## config.mk

```make
export PLATFORM = sky130hd
export DESIGN_NAME = disp_hold_reg
export DESIGN_NICKNAME = d
export VERILOG_FILES = /design/src/rtl/disp_hold_pkg.sv /design/src/rtl/dh_magnitude.sv /design/src/rtl/dh_eoc_timer.sv /design/src/rtl/disp_hold_reg.sv
export SDC_FILE = /design/constraint.sdc
export NUM_CORES = 1
export LEC_CHECK = 0
export BUFFER_PORTS_ARGS = -buffer_cell sky130_fd_sc_hd__clkbuf_2
export CAP_MARGIN = 40
export CORE_UTILIZATION = 50
export CTS_BUF_LIST = sky130_fd_sc_hd__clkbuf_8
export DETAILED_ROUTE_END_ITERATION = 10
export HOLD_SLACK_MARGIN = 0.02
export PLACE_DENSITY_LB_ADDON = 0.05
export SYNTH_ARGS = -nofsm -noshare
export SYNTH_HDL_FRONTEND = slang
export SYNTH_SLANG_ARGS = --single-unit
```

## constraint.sdc

```tcl
create_clock -name clk -period 5.54 [get_ports clk]
set_input_delay 0 -clock clk [delete_from_list [all_inputs] [get_ports clk]]
set_output_delay 0 -clock clk [all_outputs]
set_load 0.02 [all_outputs]
```

## src/rtl/disp_hold_pkg.sv

```systemverilog
package disp_hold_pkg;
    localparam int DH_WIDTH_DEF = 13;
    localparam int DH_FULL_DEF  = 3999;
    localparam int DH_UNDER_DEF = 380;
    localparam int DH_EOC_DEF   = 10;

    typedef enum logic [1:0] {
        LD_NONE   = 2'd0,
        LD_NORMAL = 2'd1,
        LD_PEAK   = 2'd2
    } load_kind_e;
endpackage

```

## src/rtl/dh_magnitude.sv

```systemverilog
module dh_magnitude #(
    parameter int WIDTH = 13
) (
    input  logic signed [WIDTH-1:0] value_i,
    output logic        [WIDTH-1:0] mag_o
);
    always_comb begin
        if (value_i[WIDTH-1])
            mag_o = WIDTH'(0 - value_i);
        else
            mag_o = WIDTH'(value_i);
    end
endmodule

```

## src/rtl/dh_eoc_timer.sv

```systemverilog
module dh_eoc_timer #(
    parameter int EOC_LEN = 10
) (
    input  logic clk,
    input  logic rst_n,
    input  logic start_i,
    output logic eoc_n_o
);
    localparam int CW = $clog2(EOC_LEN + 1);

    typedef struct packed {
        logic [CW-1:0] cnt;
    } tmr_state_t;

    tmr_state_t st_d, st_q;

    always_comb begin
        st_d = st_q;
        if (start_i)
            st_d.cnt = CW'(EOC_LEN);
        else if (st_q.cnt != '0)
            st_d.cnt = st_q.cnt - 1'b1;
    end

    always_ff @(posedge clk) begin
        if (!rst_n)
            st_q <= '0;
        else
            st_q <= st_d;
    end

    assign eoc_n_o = (st_q.cnt == '0);
endmodule

```

## src/rtl/disp_hold_reg.sv

```systemverilog
module disp_hold_reg
    import disp_hold_pkg::*;
#(
    parameter int WIDTH       = DH_WIDTH_DEF,
    parameter int FULL_SCALE  = DH_FULL_DEF,
    parameter int UNDER_LIMIT = DH_UNDER_DEF,
    parameter int EOC_LEN     = DH_EOC_DEF
) (
    input  logic                    clk,
    input  logic                    rst_n,
    input  logic                    res_valid_i,
    input  logic signed [WIDTH-1:0] res_value_i,
    input  logic                    res_ovr_i,
    input  logic                    hold_i,
    input  logic                    peak_en_i,
    output logic signed [WIDTH-1:0] disp_value_o,
    output logic                    disp_ovr_o,
    output logic                    eoc_n_o,
    output logic                    under_o,
    output logic                    over_o
);
    localparam logic [WIDTH-1:0] FULL_MAG  = WIDTH'(FULL_SCALE);
    localparam logic [WIDTH-1:0] UNDER_MAG = WIDTH'(UNDER_LIMIT);

    typedef struct packed {
        logic signed [WIDTH-1:0] val;
        logic                    ovr;
        logic                    under;
        logic                    over;
    } disp_state_t;

    disp_state_t st_d, st_q;

    logic [WIDTH-1:0] new_mag;
    logic [WIDTH-1:0] shown_mag;
    logic             new_is_ovr;
    logic             new_bigger;
    load_kind_e       load_kind;

    dh_magnitude #(.WIDTH(WIDTH)) u_mag_new (
        .value_i (res_value_i),
        .mag_o   (new_mag)
    );

    dh_magnitude #(.WIDTH(WIDTH)) u_mag_shown (
        .value_i (st_q.val),
        .mag_o   (shown_mag)
    );

    dh_eoc_timer #(.EOC_LEN(EOC_LEN)) u_eoc (
        .clk     (clk),
        .rst_n   (rst_n),
        .start_i (res_valid_i),
        .eoc_n_o (eoc_n_o)
    );

    always_comb begin
        new_is_ovr = res_ovr_i || (new_mag > FULL_MAG);
        if (st_q.ovr)
            new_bigger = 1'b0;
        else if (new_is_ovr)
            new_bigger = 1'b1;
        else
            new_bigger = (new_mag > shown_mag);

        if (!res_valid_i || hold_i)
            load_kind = LD_NONE;
        else if (!peak_en_i)
            load_kind = LD_NORMAL;
        else if (new_bigger)
            load_kind = LD_PEAK;
        else
            load_kind = LD_NONE;
    end

    always_comb begin
        st_d = st_q;
        if (res_valid_i) begin
            st_d.over  = new_is_ovr;
            st_d.under = !new_is_ovr && (new_mag <= UNDER_MAG);
        end
        if (load_kind != LD_NONE) begin
            st_d.ovr = new_is_ovr;
            st_d.val = new_is_ovr ? '0 : res_value_i;
        end
    end

    always_ff @(posedge clk) begin
        if (!rst_n)
            st_q <= '0;
        else
            st_q <= st_d;
    end

    assign disp_value_o = st_q.val;
    assign disp_ovr_o   = st_q.ovr;
    assign under_o      = st_q.under;
    assign over_o       = st_q.over;
endmodule

```

==> results.cfg, run 1 <==
[global_route]
met1_usage = 0.366
top_usage_layer = met1
overflow = 0
antenna_found_initial = 0
first_global_vias = 1527
grt_util_met3 = 0.0310
track_usage = 0.230
grtUsageMet2 = 0.329
grt_max_degree = 33
grt_first_pass_wirelength_mm = 7.67

[worst_setup_path]
cp_top_family = simple AND/OR/NAND/NOR gates
path_cells = or4_1, or2_2, or4_1, ha_1, a211oi_1, o2111ai_2, o211ai_4, mux2i_1
slowest_delay_ns = 0.71
crit_fanout = 13
critPathMostFrequentCell = or4_1
startpoint_type = register
cp.required_ns = 5.73
cp.depth = 8
reg2regPathDepth = 8
path_buf_inv = 0
slowest_stage = or4_1
critPathKind = reg2reg
r2r_setup_slack_ns = 1.89
end_kind = register
worstPathArrival_ns = 3.83

[cts]
cts-hold-fix-buffers = 0
cts_buffers = 3
insertion_delay_ns = 0.26
cts.sinks = 20
cts_resized = 0
clk_pin_slew_ns = 0.08
cts_tree = yes
clk_path_buf_depth = 2
cts_root_buf = clkbuf_8
post_cts_buffers = 0
htree_levels = 1

[power_and_ir_drop]
power.density_nw_per_um2 = 195
peakVddDrop_v = 0.000107
cellLeakagePower_nw = 0.933

[run]
maxCapViolCount = 0

[synthesis]
postSynthAreaPerCell_um2 = 8.52
ys_ff_latch = 20
ys.flop_type = dfxtp_1
synthArstFlopShare = 0
syn-instance-count = 243
syn_area_um2 = 2070
synth_top_area_frac = 0.193
synth_cell_type_count = 64
ys_warn_count = 0
yosysSeqAreaShare = 0.193
ys_top_cells_by_area = dfxtp_1, ha_1, mux2i_1
syn_nets = 275
synth_edf_count = 0
yosysTopAreaCell = dfxtp_1

[drt]
wl_per_cell_um = 14.7
drt-pass1-iter-count = 4
drt_iter0_drc = 76
num_vias = 1770
ant_nets = 0
wl_mm = 4.68
route.detailed.drc = 0
drt-vias-per-instance = 5.57

[place]
post_dp_cell_area_um2 = 2150
io_buffers = 35
hpwlAfterDp_mm = 3.64
gp_congestion = 0.758
post-place-ws_ns = 1.92

[sta]
max_freq_mhz = 274
setup_viol = 0
timing.slew.headroom = 0.575
tns_ns = 0
worstMarginPinSlew_ns = 0.637
final-hold-violation-count = 0
fin_crit_sh = 0.658
hold_slack_ns = 0.0682
skew_ns = 0.00352
worst_slack_ns = 1.89
slew_viol_final = 0
min_period_ns = 3.65
rsz0062_at_grt = false

[layout]
design_area_um2 = 2220
syn2layout_area_growth_pct = 7.19
layout_commonest_cell = clkbuf_2
final_layout_size_suffix_gt1_frac = 0.209
layout_common_cells = clkbuf_2, nand2_1, dfxtp_1
nNetsFinal = 301
diodes = 0

[floorplanning]
rows = 23
die_h_um = 66.3
die_w_um = 66.3
core_um2 = 4000
pin_count = 36
start_util = 0.517
die_area_um2 = 4400

[worst_hold_path]
whs_path_depth = 3
min_path_type = in2reg

[status]
status = completed
==> final cells by class <==
| class | count | area [um^2] |
|---|---|---|
| clock buffers | 3 | 41.3 |
| clock inverters | 1 | 30.0 |
| fillers | 373 | 1780 |
| inverters | 10 | 38.8 |
| multi-input cells | 199 | 1470 |
| flip-flops and latches | 20 | 400 |
| well taps | 50 | 62.6 |
| repair buffers | 35 | 175 |
==> per-stage QoR <==
| stage | power [mW] | std cells | utilization |
|---|---|---|---|
| global route | 0.458 | 318 | 0.555 |
| finish | 0.432 | 318 | 0.555 |
| CTS | 0.436 | 318 | 0.555 |
| detailed placement | 0.290 | 314 | 0.537 |
| global placement | 0.290 | 314 | 0.537 |
| floorplan | 0.265 | 243 | - |
==> sequential cells by signal, indices dropped and copies added (netlist names) <==
signal	flops
disp_value_o	13
over_o	1
under_o	1
disp_ovr_o	1
u_eoc.st_q	4
==> worst reg2reg max path: cells and delay by family, from the launching register on <==
family | cells | cell delay, ns
and+or+nand+nor | 3 | 1.61
AOI/OAI and AO/OA | 3 | 1.01
adders and majority gates | 1 | 0.34
DFF | 1 | 0.37
muxes | 1 | 0.25
==> path summary, 6_finish.rpt <==
kind	start	endpoint
worst max register to register	disp_value_o[2]	disp_value_o[2]
worst min-delay path	res_value_i[0]	disp_value_o[0]
worst max-delay path	disp_value_o[2]	disp_value_o[2]
worst min register to register	under_o	under_o
==> power by group <==
group	internal (mW)	switching (mW)	total [mW]	leakage [nW]
clock	0.0964	0.0483	0.145	0.0357
combinational	0.0527	0.0766	0.129	0.734
sequential	0.150	0.00821	0.158	0.163
total	0.299	0.133	0.432	0.933
==> Yosys cell counts, types with 2 or more instances <==
master and count:
nand2_1 31, dfxtp_1 20, nand3_1 16, mux2i_1 14, ha_1 13, xor2_1 13, nor2_1 11, inv_1 9
xnor2_1 8, a21oi_1 7, buf_6 6, o21ai_0 6, nand2b_1 5, nand3b_1 5, or4_1 5, o22ai_1 4
o31ai_1 4, or3_1 4, nor3_1 3, a21oi_2 2, a311o_1 2, buf_12 2, dlygate4sd3_1 2, maj3_1 2
nand4_1 2, nand4b_1 2, nor4b_1 2, o211ai_1 2, o21a_1 2, o31a_1 2, o31ai_2 2, o41ai_1 2
or2b_2 2
==> logic make-up (layout without fill, tap and decap cells) <==
| group | Yosys count | after routing | synth area share |
|---|---|---|---|
| muxes | 14 | 14 | 0.0677 |
| buffers and inverters | 24 | 49 | 0.0961 |
| DFF | 20 | 20 | 0.193 |
| and+or+nand+nor | 98 | 98 | 0.256 |
| AOI/OAI and AO/OA | 51 | 51 | 0.210 |
| adders and majority gates | 15 | 15 | 0.0883 |
| xor gates and xnor gates | 21 | 21 | 0.0889 |
==> metal layers <==
| metal | share of wire | wire (um) |
|---|---|---|
| met4 | 0.0038 | 18 |
| met1 | 0.55 | 2550 |
| met2 | 0.41 | 1940 |
| met5 | 0 | 0 |
| met3 | 0.035 | 165 |
Power figures use the tool's default switching activity.
==> run 2: changes to the inputs <==
--- a/config.mk
+++ b/config.mk
@@ -5,6 +5,7 @@
 export SDC_FILE = /design/constraint.sdc
 export NUM_CORES = 1
 export LEC_CHECK = 0
+export ABC_AREA = 1
 export BUFFER_PORTS_ARGS = -buffer_cell sky130_fd_sc_hd__clkbuf_2
 export CAP_MARGIN = 40
 export CORE_UTILIZATION = 50
==> constraint.sdc (replaced) <==
create_clock -name clk -period 3 [get_ports clk]
set_input_delay 0 -clock clk [delete_from_list [all_inputs] [get_ports clk]]
set_output_delay 0 -clock clk [all_outputs]
set_load 0.02 [all_outputs]
==> results.cfg, run 2 <==
[drt]
drt_iter0_drc = 117
wl_per_cell_um = 11.4
drt-pass1-iter-count = 4
drt-vias-per-instance = 4.93
routed.top_layer = met4
met3WireLength_um = 243
wl_mm = 4.63
num_vias = 1998
route.detailed.drc = 0
met2_length_mm = 1.96
met1Wirelength_mm = 2.37
ant_nets = 0

[synthesis]
ys_top_cells_by_count = nand2_1, nor2_1, inv_1
synth_edf_count = 0
postSynthAreaPerCell_um2 = 5.84
yosysSeqAreaShare = 0.211
syn-instance-count = 325
synth_cell_type_count = 28
ys_top_cells_by_area = dfxtp_1, nand2_1, nor2_1
synth.most_common_cell = nand2_1
synthArstFlopShare = 0
yosysTopAreaCell = dfxtp_1
synth_top_area_frac = 0.211
ys.flop_type = dfxtp_1
syn_nets = 357
ys_ff_latch = 20
syn_area_um2 = 1900
ys_warn_count = 0

[cts]
insertion_delay_ns = 0.26
htree_levels = 1
cts_tree = yes
cts.sinks = 20
clk_pin_slew_ns = 0.07
cts_root_buf = clkbuf_8
clk_path_buf_depth = 2
cts_buffers = 3

[worst_setup_path]
startpoint_type = register
end_kind = register
reg2reg_from = disp_value_o[0]
critPathMostFrequentCell = nand2_1
crit_fanout = 17
startpoint = disp_value_o[0]
cp.required_ns = 3.16
slowest_delay_ns = 0.40
worstPathArrival_ns = 2.88
critPathKind = reg2reg
slowest_stage = dfxtp_1
path_cells = inv_1, ha_1, a21oi_1, xor2_1, inv_1, ha_1, a21oi_1, o21ai_0, nor2_1, nor2_1, a21oi_1, nand2_1, nand2_1, nand2_1, nand2_2, nand2_8, nand2_8, nand2_1, nand2_1, nor2_1
cp_top_family = simple AND/OR/NAND/NOR gates
path_buf_inv = 2

[floorplanning]
start_util = 0.518
die_h_um = 63.6
die_area_um2 = 4040
rows = 22
die_w_um = 63.6
pin_count = 36
core_um2 = 3660

[sta]
worst_slack_ns = 0.274
worstMarginPinSlew_ns = 0.730
setup_viol = 0
fin_crit_sh = 0.909
skew_ns = 0.00202
min_period_ns = 2.73
max_freq_mhz = 367
timing.slew.headroom = 0.513
slew_viol_final = 0
final-hold-violation-count = 0

[place]
dpl.cell_count = 402
gp_congestion = 0.870
post-place-ws_ns = 0.159
io_buffers = 35
hpwlAfterDp_mm = 3.76

[power_and_ir_drop]
power_mw = 0.867
peakVddDrop_v = 0.000250
power.density_nw_per_um2 = 399
cellLeakagePower_nw = 1.18

[worst_hold_path]
hp-start = res_valid_i
min_path_type = in2reg

[run]
maxCapViolCount = 0

[layout]
layout_commonest_cell = nand2_1
nNetsFinal = 391
diodes = 0
final_cells = 405
largest_register_ffs = 13
final_layout_size_suffix_gt1_frac = 0.162
layout_common_cells = nand2_1, nor2_1, inv_1
syn2layout_area_growth_pct = 14.6

[global_route]
track_usage = 0.245
antenna_found_initial = 0
overflow = 0
grt_max_degree = 19
grt_first_pass_wirelength_mm = 7.78
first_global_vias = 1717

[status]
status = completed
## run 2: changes by cell type in the layout (fill, tap and decap cells not counted), moves of 5 or more
cell	before	now
inv_1	9	43
nor2_2	0	5
or4_1	5	0
nand2b_1	5	0
xnor2_1	8	2
mux2i_1	14	0
nor2_1	11	51
nand3_1	16	24
nand2_1	31	92
a21oi_1	7	18
nor3_1	3	9
## run 2: report_power, final
| group | internal (mW) | switching [mW] |
|---|---|---|
| clock network | 0.0895 | 0.0851 |
| logic | 0.139 | 0.244 |
| registers | 0.286 | 0.0230 |
## run 2: through the flow
step                       TNS, ns   util  area [um^2]  hold WS, ns
after floorplan                  0      -         1900        0.177
after global placement           0  0.575         2100        0.313
after detailed placement         0  0.575         2100        0.320
after CTS                        0  0.586         2140       0.0435
after global routing      -0.00926  0.594         2170       0.0584
final                            0  0.594         2170       0.0441
## run 2: layer usage
metal,track usage,vias to the layer above
met5,0,-
met4,0.0767,0
met3,0.0217,4
met2,0.378,53
met1,0.354,852
li1,-,1089
## run 2: path summary, 6_finish.rpt
kind	cells past startpoint	to	slack, ns
hold / removal	3	over_o	0.04
setup reg to reg	20	disp_value_o[1]	0.27
setup / recovery	20	disp_value_o[1]	0.27
hold reg to reg	1	u_eoc.st_q[0]	0.46
## run 2: timing repair
action | CTS | global route
endpoints found under the setup margin | 0 | 14
setup buffers | 0 | 0
resized for setup | 0 | 6
hold endpoints to repair | 0 | 0
hold buffers | 0 | 0
## run 2: layout make-up
type                            count  area, um^2
Fill cell                         369        1490
Clock buffer                        3        41.3
Timing Repair Buffer               38         198
Sequential cell                    20         402
Multi-Input combinational cell    252        1310
Tap cell                           48        60.1
Inverter                           44         165
## run 2: cells by family after synthesis
| kind of cell | after synthesis | share of synthesized area |
|---|---|---|
| flip-flops | 20 | 0.211 |
| buffers and inverters | 53 | 0.114 |
| AO/OA/AOI/OAI | 31 | 0.0864 |
| AND/OR/NAND/NOR | 196 | 0.443 |
| XOR/XNOR | 12 | 0.0594 |
| adder cells (fa/ha/maj) | 13 | 0.0858 |
## run 2: worst reg2reg max path: cells and delay by family (launching register included)
kind | cells | cell delay (ns)
and+or+nand+nor | 11 | 0.83
DFF | 1 | 0.40
xor gates and xnor gates | 1 | 0.16
AOI/OAI and AO/OA | 4 | 0.54
adders and majority gates | 2 | 0.55
buffers and inverters | 2 | 0.14
